$ cat config.mk
export PLATFORM = sky130hd
export DESIGN_NAME = hfifo_top
export DESIGN_NICKNAME = d
export VERILOG_FILES = /design/src/rtl/hfifo_pkg.sv /design/src/rtl/hfifo_store.sv /design/src/rtl/hfifo_cmdbuf.sv /design/src/rtl/hfifo_top.sv
export SDC_FILE = /design/constraint.sdc
export NUM_CORES = 1
export LEC_CHECK = 0
export CORE_AREA = 4 4 204 206
export DETAILED_ROUTE_END_ITERATION = 10
export DIE_AREA = 0 0 208 210
export PLACE_DENSITY = 0.69
export SLEW_MARGIN = 0
export SYNTH_ARGS = -nofsm -noshare
export SYNTH_HDL_FRONTEND = slang
export SYNTH_SLANG_ARGS = --single-unit
$ cat constraint.sdc
create_clock -name clk -period 2.8 [get_ports clk]
set_input_delay 0.56 -clock clk [delete_from_list [all_inputs] [get_ports clk]]
set_output_delay 0.56 -clock clk [all_outputs]
set_load 0.03 [all_outputs]
$ cat src/rtl/hfifo_pkg.sv
// Package: shared action type and phase decode for the host byte FIFO.
// Assumes phase bits [2:1] equal to zero mark the outbound data phase.
package hfifo_pkg;

    typedef enum logic [1:0] {
        ACT_IDLE = 2'd0,
        ACT_PUSH = 2'd1,
        ACT_POP  = 2'd2,
        ACT_LOAD = 2'd3
    } fifo_act_e;

    function automatic logic is_outbound(input logic [2:0] ph);
        return (ph[2:1] == 2'b00);
    endfunction

endpackage

$ cat src/rtl/hfifo_store.sv
// Module: data queue storage with read/write pointers and signed occupancy.
// Performs one action per cycle (push, pop, response load). Assumes the
// caller has already resolved priority; overrun is refused here.
module hfifo_store
    import hfifo_pkg::*;
#(
    parameter int DEPTH = 16,
    parameter int W     = 8
) (
    input  logic                        clk,
    input  logic                        rst_n,
    input  fifo_act_e                   act,
    input  logic [W-1:0]                push_byte,
    input  logic                        outbound,
    input  logic [W-1:0]                resp_byte,
    output logic [W-1:0]                rd_q,
    output logic                        pop_irq,
    output logic signed [$clog2(DEPTH):0] occ,
    output logic [$clog2(DEPTH)-1:0]    rptr,
    output logic [$clog2(DEPTH)-1:0]    wptr
);
    localparam int PTR_W = $clog2(DEPTH);
    localparam int OCC_W = PTR_W + 1;
    localparam logic signed [OCC_W-1:0] OCC_ONE   = OCC_W'(1);
    localparam logic signed [OCC_W-1:0] OCC_ZERO  = '0;
    localparam logic signed [OCC_W-1:0] OCC_LIMIT = OCC_W'(DEPTH - 1);
    localparam logic signed [OCC_W-1:0] OCC_RESP  = OCC_W'(2);
    localparam logic [PTR_W-1:0]        PTR_ONE   = PTR_W'(1);

    logic [W-1:0] mem [DEPTH];

    // Purpose: storage array writes (push and response load).
    always_ff @(posedge clk) begin
        if (!rst_n) begin
            for (int i = 0; i < DEPTH; i++) mem[i] <= '0;
        end else if (act == ACT_PUSH && occ != OCC_LIMIT) begin
            mem[wptr] <= push_byte;
        end else if (act == ACT_LOAD) begin
            mem[0] <= resp_byte;
            mem[1] <= '0;
        end
    end

    // Purpose: pointers, occupancy, read latch and interrupt pulse.
    always_ff @(posedge clk) begin
        if (!rst_n) begin
            rptr    <= '0;
            wptr    <= '0;
            occ     <= '0;
            rd_q    <= '0;
            pop_irq <= 1'b0;
        end else begin
            pop_irq <= 1'b0;
            case (act)
                ACT_PUSH: begin
                    if (occ != OCC_LIMIT) begin
                        wptr <= wptr + PTR_ONE;
                        occ  <= occ + OCC_ONE;
                    end
                end
                ACT_POP: begin
                    if (occ > OCC_ZERO) begin
                        occ     <= occ - OCC_ONE;
                        pop_irq <= 1'b1;
                        if (outbound) begin
                            rd_q <= '0;
                        end else begin
                            rd_q <= mem[rptr];
                            rptr <= rptr + PTR_ONE;
                        end
                        if (occ == OCC_ONE) begin
                            rptr <= '0;
                            wptr <= '0;
                        end
                    end else begin
                        rptr <= '0;
                        wptr <= '0;
                    end
                end
                ACT_LOAD: begin
                    occ  <= OCC_RESP;
                    rptr <= '0;
                    wptr <= '0;
                end
                default: ;
            endcase
        end
    end
endmodule

$ cat src/rtl/hfifo_cmdbuf.sv
// Module: command capture flag and command byte buffer.
// Captured writes fill entries in order until CMD_DEPTH is reached; later
// ones are dropped. The read port is combinational.
module hfifo_cmdbuf #(
    parameter int CMD_DEPTH = 32,
    parameter int W         = 8
) (
    input  logic                           clk,
    input  logic                           rst_n,
    input  logic                           set_cap,
    input  logic                           clr_cap,
    input  logic                           push,
    input  logic [W-1:0]                   push_byte,
    input  logic [$clog2(CMD_DEPTH)-1:0]   idx,
    output logic                           cap_q,
    output logic [$clog2(CMD_DEPTH+1)-1:0] len,
    output logic [W-1:0]                   rd_byte
);
    localparam int IDX_W = $clog2(CMD_DEPTH);
    localparam int LEN_W = $clog2(CMD_DEPTH + 1);
    localparam logic [LEN_W-1:0] LEN_FULL = LEN_W'(CMD_DEPTH);
    localparam logic [LEN_W-1:0] LEN_ONE  = LEN_W'(1);

    logic [W-1:0] cbuf [CMD_DEPTH];

    // Purpose: combinational read of one command entry.
    assign rd_byte = cbuf[idx];

    // Purpose: command buffer entry writes.
    always_ff @(posedge clk) begin
        if (!rst_n) begin
            for (int i = 0; i < CMD_DEPTH; i++) cbuf[i] <= '0;
        end else if (push && len != LEN_FULL) begin
            cbuf[len[IDX_W-1:0]] <= push_byte;
        end
    end

    // Purpose: capture flag and command length.
    always_ff @(posedge clk) begin
        if (!rst_n) begin
            cap_q <= 1'b0;
            len   <= '0;
        end else if (clr_cap) begin
            cap_q <= 1'b0;
            if (push && len != LEN_FULL) len <= len + LEN_ONE;
        end else if (set_cap) begin
            cap_q <= 1'b1;
            len   <= '0;
        end else if (push && len != LEN_FULL) begin
            len <= len + LEN_ONE;
        end
    end
endmodule

$ cat src/rtl/hfifo_top.sv
// Module: host byte FIFO with command capture (top).
// Resolves one queue action per cycle: response load first, then a read,
// then a write. A write goes to the command buffer while capture is active.
// Assumes a single host access per cycle in normal use.
module hfifo_top
    import hfifo_pkg::*;
#(
    parameter int DEPTH     = 16,
    parameter int CMD_DEPTH = 32,
    parameter int W         = 8
) (
    input  logic                              clk,
    input  logic                              rst_n,
    input  logic                              wr_en,
    input  logic [W-1:0]                      wr_data,
    input  logic                              rd_en,
    output logic [W-1:0]                      rd_data,
    output logic                              irq,
    input  logic [2:0]                        phase,
    output logic [$clog2(DEPTH):0]            level,
    input  logic                              cap_set,
    input  logic                              cap_clr,
    output logic                              capturing,
    output logic [$clog2(CMD_DEPTH+1)-1:0]    cmd_len,
    input  logic [$clog2(CMD_DEPTH)-1:0]      cmd_idx,
    output logic [W-1:0]                      cmd_byte,
    input  logic                              resp_load,
    input  logic [W-1:0]                      resp_status,
    output logic [W-1:0]                      resp_flags
);
    localparam int PTR_W = $clog2(DEPTH);
    localparam int OCC_W = PTR_W + 1;

    fifo_act_e                 act;
    logic                      cmd_push;
    logic signed [OCC_W-1:0]   occ;
    logic [PTR_W-1:0]          rptr;
    logic [PTR_W-1:0]          wptr;

    // Purpose: choose this cycle's queue action by priority.
    always_comb begin
        if (resp_load)                 act = ACT_LOAD;
        else if (rd_en)                act = ACT_POP;
        else if (wr_en && !capturing)  act = ACT_PUSH;
        else                           act = ACT_IDLE;
    end

    // Purpose: route a host write into the command buffer during capture.
    assign cmd_push = wr_en && capturing && !rd_en && !resp_load;
    assign level    = occ;

    hfifo_store #(.DEPTH(DEPTH), .W(W)) u_store (
        .clk       (clk),
        .rst_n     (rst_n),
        .act       (act),
        .push_byte (wr_data),
        .outbound  (is_outbound(phase)),
        .resp_byte (resp_status),
        .rd_q      (rd_data),
        .pop_irq   (irq),
        .occ       (occ),
        .rptr      (rptr),
        .wptr      (wptr)
    );

    hfifo_cmdbuf #(.CMD_DEPTH(CMD_DEPTH), .W(W)) u_cmd (
        .clk       (clk),
        .rst_n     (rst_n),
        .set_cap   (cap_set),
        .clr_cap   (cap_clr),
        .push      (cmd_push),
        .push_byte (wr_data),
        .idx       (cmd_idx),
        .cap_q     (capturing),
        .len       (cmd_len),
        .rd_byte   (cmd_byte)
    );

    // Purpose: flags value reported after a response load.
    always_ff @(posedge clk) begin
        if (!rst_n)         resp_flags <= '0;
        else if (resp_load) resp_flags <= W'(2);
    end
endmodule

Yosys cells after proc, flatten, opt, wreduce, memory -nomap -nowiden:

Memory sizes are Yosys's and may differ from the RTL's. A register that Yosys moved wholly into a read port is not among the register bits.
Cells that the tools add are included.

* $add $sub $neg: 5
* $lt $le $gt $ge: 1
* eq/ne operators: 10
* mux-type cells: 40
* bitwise logic cells: 3
* reductions and logical operators: 20

Operators by type and width (number)
* two-way mux 8 bit: 5
* two-way mux 4 bit: 9
* two-way mux 6 bit: 3
* OR reduction 8 bit: 2
* two-way mux 1 bit: 15
* two-way mux 5 bit: 3
* case mux 5 bit (3 select lines): 1
* case mux 4 bit (3 select lines): 1
* adder 4 x 1 -> 4 bit (second input constant): 2
* case mux 4 bit (2 select lines): 1
* adder 6 x 1 -> 6 bit (second input constant): 1
* logical AND 1 bit: 6
* inequality test 6 bit (second input constant): 1
* AND reduction 2 bit: 3
* AND reduction 3 bit: 2
* adder 5 x 2 -> 5 bit (second input constant): 1
* equality test 5 x 2 -> 1 bit (second input constant): 1
* greater-than comparator 5 x 1 -> 1 bit (second input constant): 1
* inequality test 5 bit (second input constant): 1
* subtractor 5 x 2 -> 5 bit (second input constant): 1
* equality test 2 bit (second input constant): 2
* two-way mux 2 bit: 2
* inequality test 4 bit (second input constant): 1
* logical NOT 1 bit: 3
* 10 further kinds: 11

* bits in registers: 30
* bits in writable memories: 384
* bits of input ports: 31
* output and inout bits: 37
* memories: 2

Memories
* u_cmd.cbuf: depth 32, width 8, rd ports 1, clocked after Yosys merged registers in 0, write ports 32, RTL line hfifo_cmdbuf.sv:24 `logic [W-1:0] cbuf [CMD_DEPTH];`
* u_store.mem: depth 16, width 8, rd ports 1, clocked after Yosys merged registers in 1, write ports 16, RTL line hfifo_store.sv:30 `logic [W-1:0] mem [DEPTH];`

Longest topological paths before layout:

* depth after elaboration: 12
* mapped depth: 8
* depth with buffers taken out: 7

Modules after synthesis:

From an unflattened synthesis, not the netlist that was laid out.

* cells, all modules: 1317
* area total of the unflattened synthesis: 19563.8 µm²

Modules (own cells, without submodules)
* hfifo_cmdbuf: instances 1, cells an instance 773, area each 12162.9 µm², sequential area each 7827.5 µm²
* hfifo_store: instances 1, cells an instance 528, area each 7282.0 µm², sequential area each 4364.2 µm²
* hfifo_top: instances 1, cells an instance 16, area each 118.9 µm², sequential area each 20.0 µm²

Worst setup path after synthesis:

OpenSTA, ideal clock, no wires.

* kind: in2out
* from: input port cmd_idx[2]
* to: output port cmd_byte[0]
* arrival: 2.339 ns
* path slack: -0.099 ns
* cell stages on the path: 5
* path through: clkbuf_1 > clkbuf_1 > mux4_2 > mux4_2 > mux2_2

* word-level cells in the longest chain between the ends: 1

Ends and longest elaborated chain
* from (decl): RTL line hfifo_top.sv:25 `input logic [$clog2(CMD_DEPTH)-1:0] cmd_idx,`
* memory (32 x 8 bit)
* to (decl): RTL line hfifo_top.sv:26 `output logic [W-1:0] cmd_byte,`

No other way between the ends.

Worst setup path in the final report:

* from: memory u_cmd.cbuf[30][4]
* to: output port cmd_byte[4]

* word-level cells in the longest chain between the ends: 1

Ends and longest elaborated chain (RTL line)
* from (decl): hfifo_cmdbuf.sv:24
* memory (32 x 8 bit)

No other way between the ends.

==> flow_metrics.tcl <==
set metrics [dict create \
    syn_to_final_growth_pct 17.4 \
    num-fill-cells 3131 \
    critPathCaptureType "output pin" \
    p_sw_frac 0.223 \
    maxCapViolCount 0 \
    synth.most_common_cell "edfxtp_1" \
    syn_inst 1337 \
    crit_path_frequent_cell "mux4_2" \
    cts_root_buf "clkbuf_16" \
    row_count 73 \
    cp_max_fo 1 \
    critPathTopFamily "multiplexers" \
    placed_area_um2 21500 \
    drive_gt1_frac 0.229 \
    worst_hold_slack_ns 0.309 \
    slew_headroom 0.370 \
    start_util 0.496 \
    finalHoldViolCount 0 \
    synth_cell_type_count 61 \
    required_ns 2.24 \
    grt_pass1_vias 11600 \
    combPwrFrac 0.084 \
    fin_area_um2 23100 \
    final.setup_skew_ns 0.0212 \
    gp_congestion 0.837 \
    ys_seq_area_frac 0.621 \
    synth-edff-count 384 \
    worstPathArrival_ns 2.46 \
    fin_ws_ns -0.221 \
    clk_path_buf_depth 3 \
    rsz0062_at_grt "true" \
    num_antenna_cells 0 \
    layout.cells.non_filler 2012 \
    layout_min_cycle_time_ns 3.02 \
    synth-seq-cells 418 \
    final_nets 1497 \
    hold_buffers 0 \
    ys_warn_count 0 \
    tns_ns -1.60 \
    clkPwrFrac 0.407 \
    fmax_ghz 0.331 \
    vias 11400 \
    irDropWorstVdd_uv 615 \
    grt_pass1_wl_um 69900 \
    drt_first_pass_iters 5 \
    slew_viol_final 0 \
    fp.dieH_um 210 \
    synthArstFlopShare 0 \
    postCtsSetupBuffers 0 \
    clock_sinks 418 \
    cts_buffers 43 \
    cts_tree "done" \
    seq_power_share 0.509 \
    placed_cells_incl_taps 1929 \
    core_area_um2 39600 \
    die_area_um2 43700 \
    viasPerCell 5.69 \
    finalCritPeriodShare 1.08 \
    drc 0 \
    ios 68 \
    synth_top_cell_area_share 0.587 \
    gr-usage-all-layers 0.207 \
    synthTopCellsByArea "edfxtp_1 59%, mux4_2 13%, and2_1 8.3%, and3_1 3.9%, dfxtp_1 3.5%" \
    clkSlewWorstSetupHoldPaths_ns 0.06 \
    p_per_area_nw_per_um2 606 \
    failed_checks "negative setup slack" \
    wl_per_cell_um 22.4 \
    syn-cell-area_um2 19700 \
    power.leakage_nw 8.82 \
    synthFlopType "edfxtp_1" \
    worst_pin_slew_ns 0.945 \
    totalPowerFinal_mw 14.0 \
    status "complete, but fails checks" \
    regArea_um2 12200 \
    syn_avg_cell_area_um2 14.7 \
    antenna_found_initial 0 \
    setup_viol 8 \
    hp-class "in -> reg" \
    critPathKind "reg -> out" \
    switchingPower_mw 3.12 \
    yosys.area.top_type "edfxtp_1" \
    wl_um 45100 \
    cts_max_level 2 \
    grt_overflow_total 0 \
    cellInternalPower_mw 10.9 \
    pre_cts_ws_ns -0.300 \
    final_util 0.582 \
    ant_nets 0 \
    grt_max_degree 49 \
    crit_path_start_kind "flip-flop" \
    multiInputGateArea_um2 6900 \
    synthTopCellsByCount "384 x edfxtp_1, 262 x and2_1, 124 x and3_1" \
    cp_cell_sequence "mux4_2, mux4_2, mux2_4, buf_6" \
    slowest_stage "mux4_2" \
    clk_latency_ns 0.58 \
    die_x_um 208 \
    io_buffers 59 \
    path_buf_inv 1 \
    first_iter_violations 868 \
    place_hpwl_um 30900 \
    worst_path_largest_cell_delay_ns 0.54 \
]
## sequential cells by signal (all words and copies together), names as in the netlist, 4 cells and up, named ones only
register and flops:
u_store.occ 5, u_store.rd_q 8, u_store.mem 128, u_cmd.len 6, u_cmd.cbuf 256, u_store.rptr 4, u_store.wptr 4
## layout make-up
type,instances,share of cell area
Inverter,14,0.00228
Tap cell,525,0.0285
Sequential cell,418,0.529
Timing Repair Buffer,188,0.0802
Clock buffer,56,0.0500
Clock inverter,24,0.0107
Multi-Input combinational cell,787,0.299
## worst reg2reg max path: stages (launching register included)
cell and delay (ns):
dfxtp_1 0.31, ha_1 0.21, and3_1 0.20, ha_1 0.21, or4b_4 0.57, nor4_4 0.33, and2_1 0.24, or2_2 0.24
## cell families (layout without fill, tap and decap cells)
logic type	Yosys count	after routing	share of synthesized area
AOI/OAI and AO/OA	77	77	0.0264
adders and majority gates	14	14	0.00891
xor gates and xnor gates	7	7	0.00312
muxes	140	140	0.143
DFF	418	418	0.621
other	1	7	0.000191
buffers and inverters	138	282	0.0300
and+or+nand+nor	542	542	0.167
## worst paths after layout
kind	start	end	slack [ns]	cells past startpoint
max	u_cmd.cbuf[30][4]$_SDFFCE_PN0P_	cmd_byte[4]	-0.22	4
min reg2reg	resp_flags[1]$_SDFFE_PN0P_	resp_flags[1]$_SDFFE_PN0P_	0.47	1
min	wr_data[4]	u_cmd.cbuf[23][4]$_SDFFCE_PN0P_	0.31	2
max reg2reg	u_store.occ[0]$_SDFFE_PN0P_	u_store.mem[0][5]$_DFFE_PP_	0.18	7
## timing repair
item | CTS | global route
endpoints found under the setup margin | 8 | 8
cloned | 2 | 1
gates resized for setup | 22 | 0
## power by group through the flow
stage               clock [mW]  sequential, mW  combinational, mW
floorplan                    0            7.22              0.665
global placement             0            7.24               1.12
detailed placement           0            7.24               1.13
CTS                       5.80            7.11               1.18
global route              6.08            7.13               1.25
finish                    5.70            7.12               1.17
## layout by cell type (no fill, tap or decap), drive strengths merged, types with 7 or more instances in the layout
cell type      count
dfxtp             34
mux2               8
mux4             112
o21ai             33
buf              147
clkdlybuf4s50     40
clkinv            17
ha                14
mux2i             20
and2             262
nand2             40
a211o              9
clkbuf            57
edfxtp           384
nor2              51
a22o               8
inv               15
and3             124
conb               7
nand2b            14
## layer usage
layer,part of all wire,routed length [um],GRT usage
met1,0.42,18900,0.291
met2,0.49,22000,0.341
met3,0.072,3240,0.0418
met4,0.021,937,0.0471
met5,0,0,0
(Power assumes the default switching activity.)
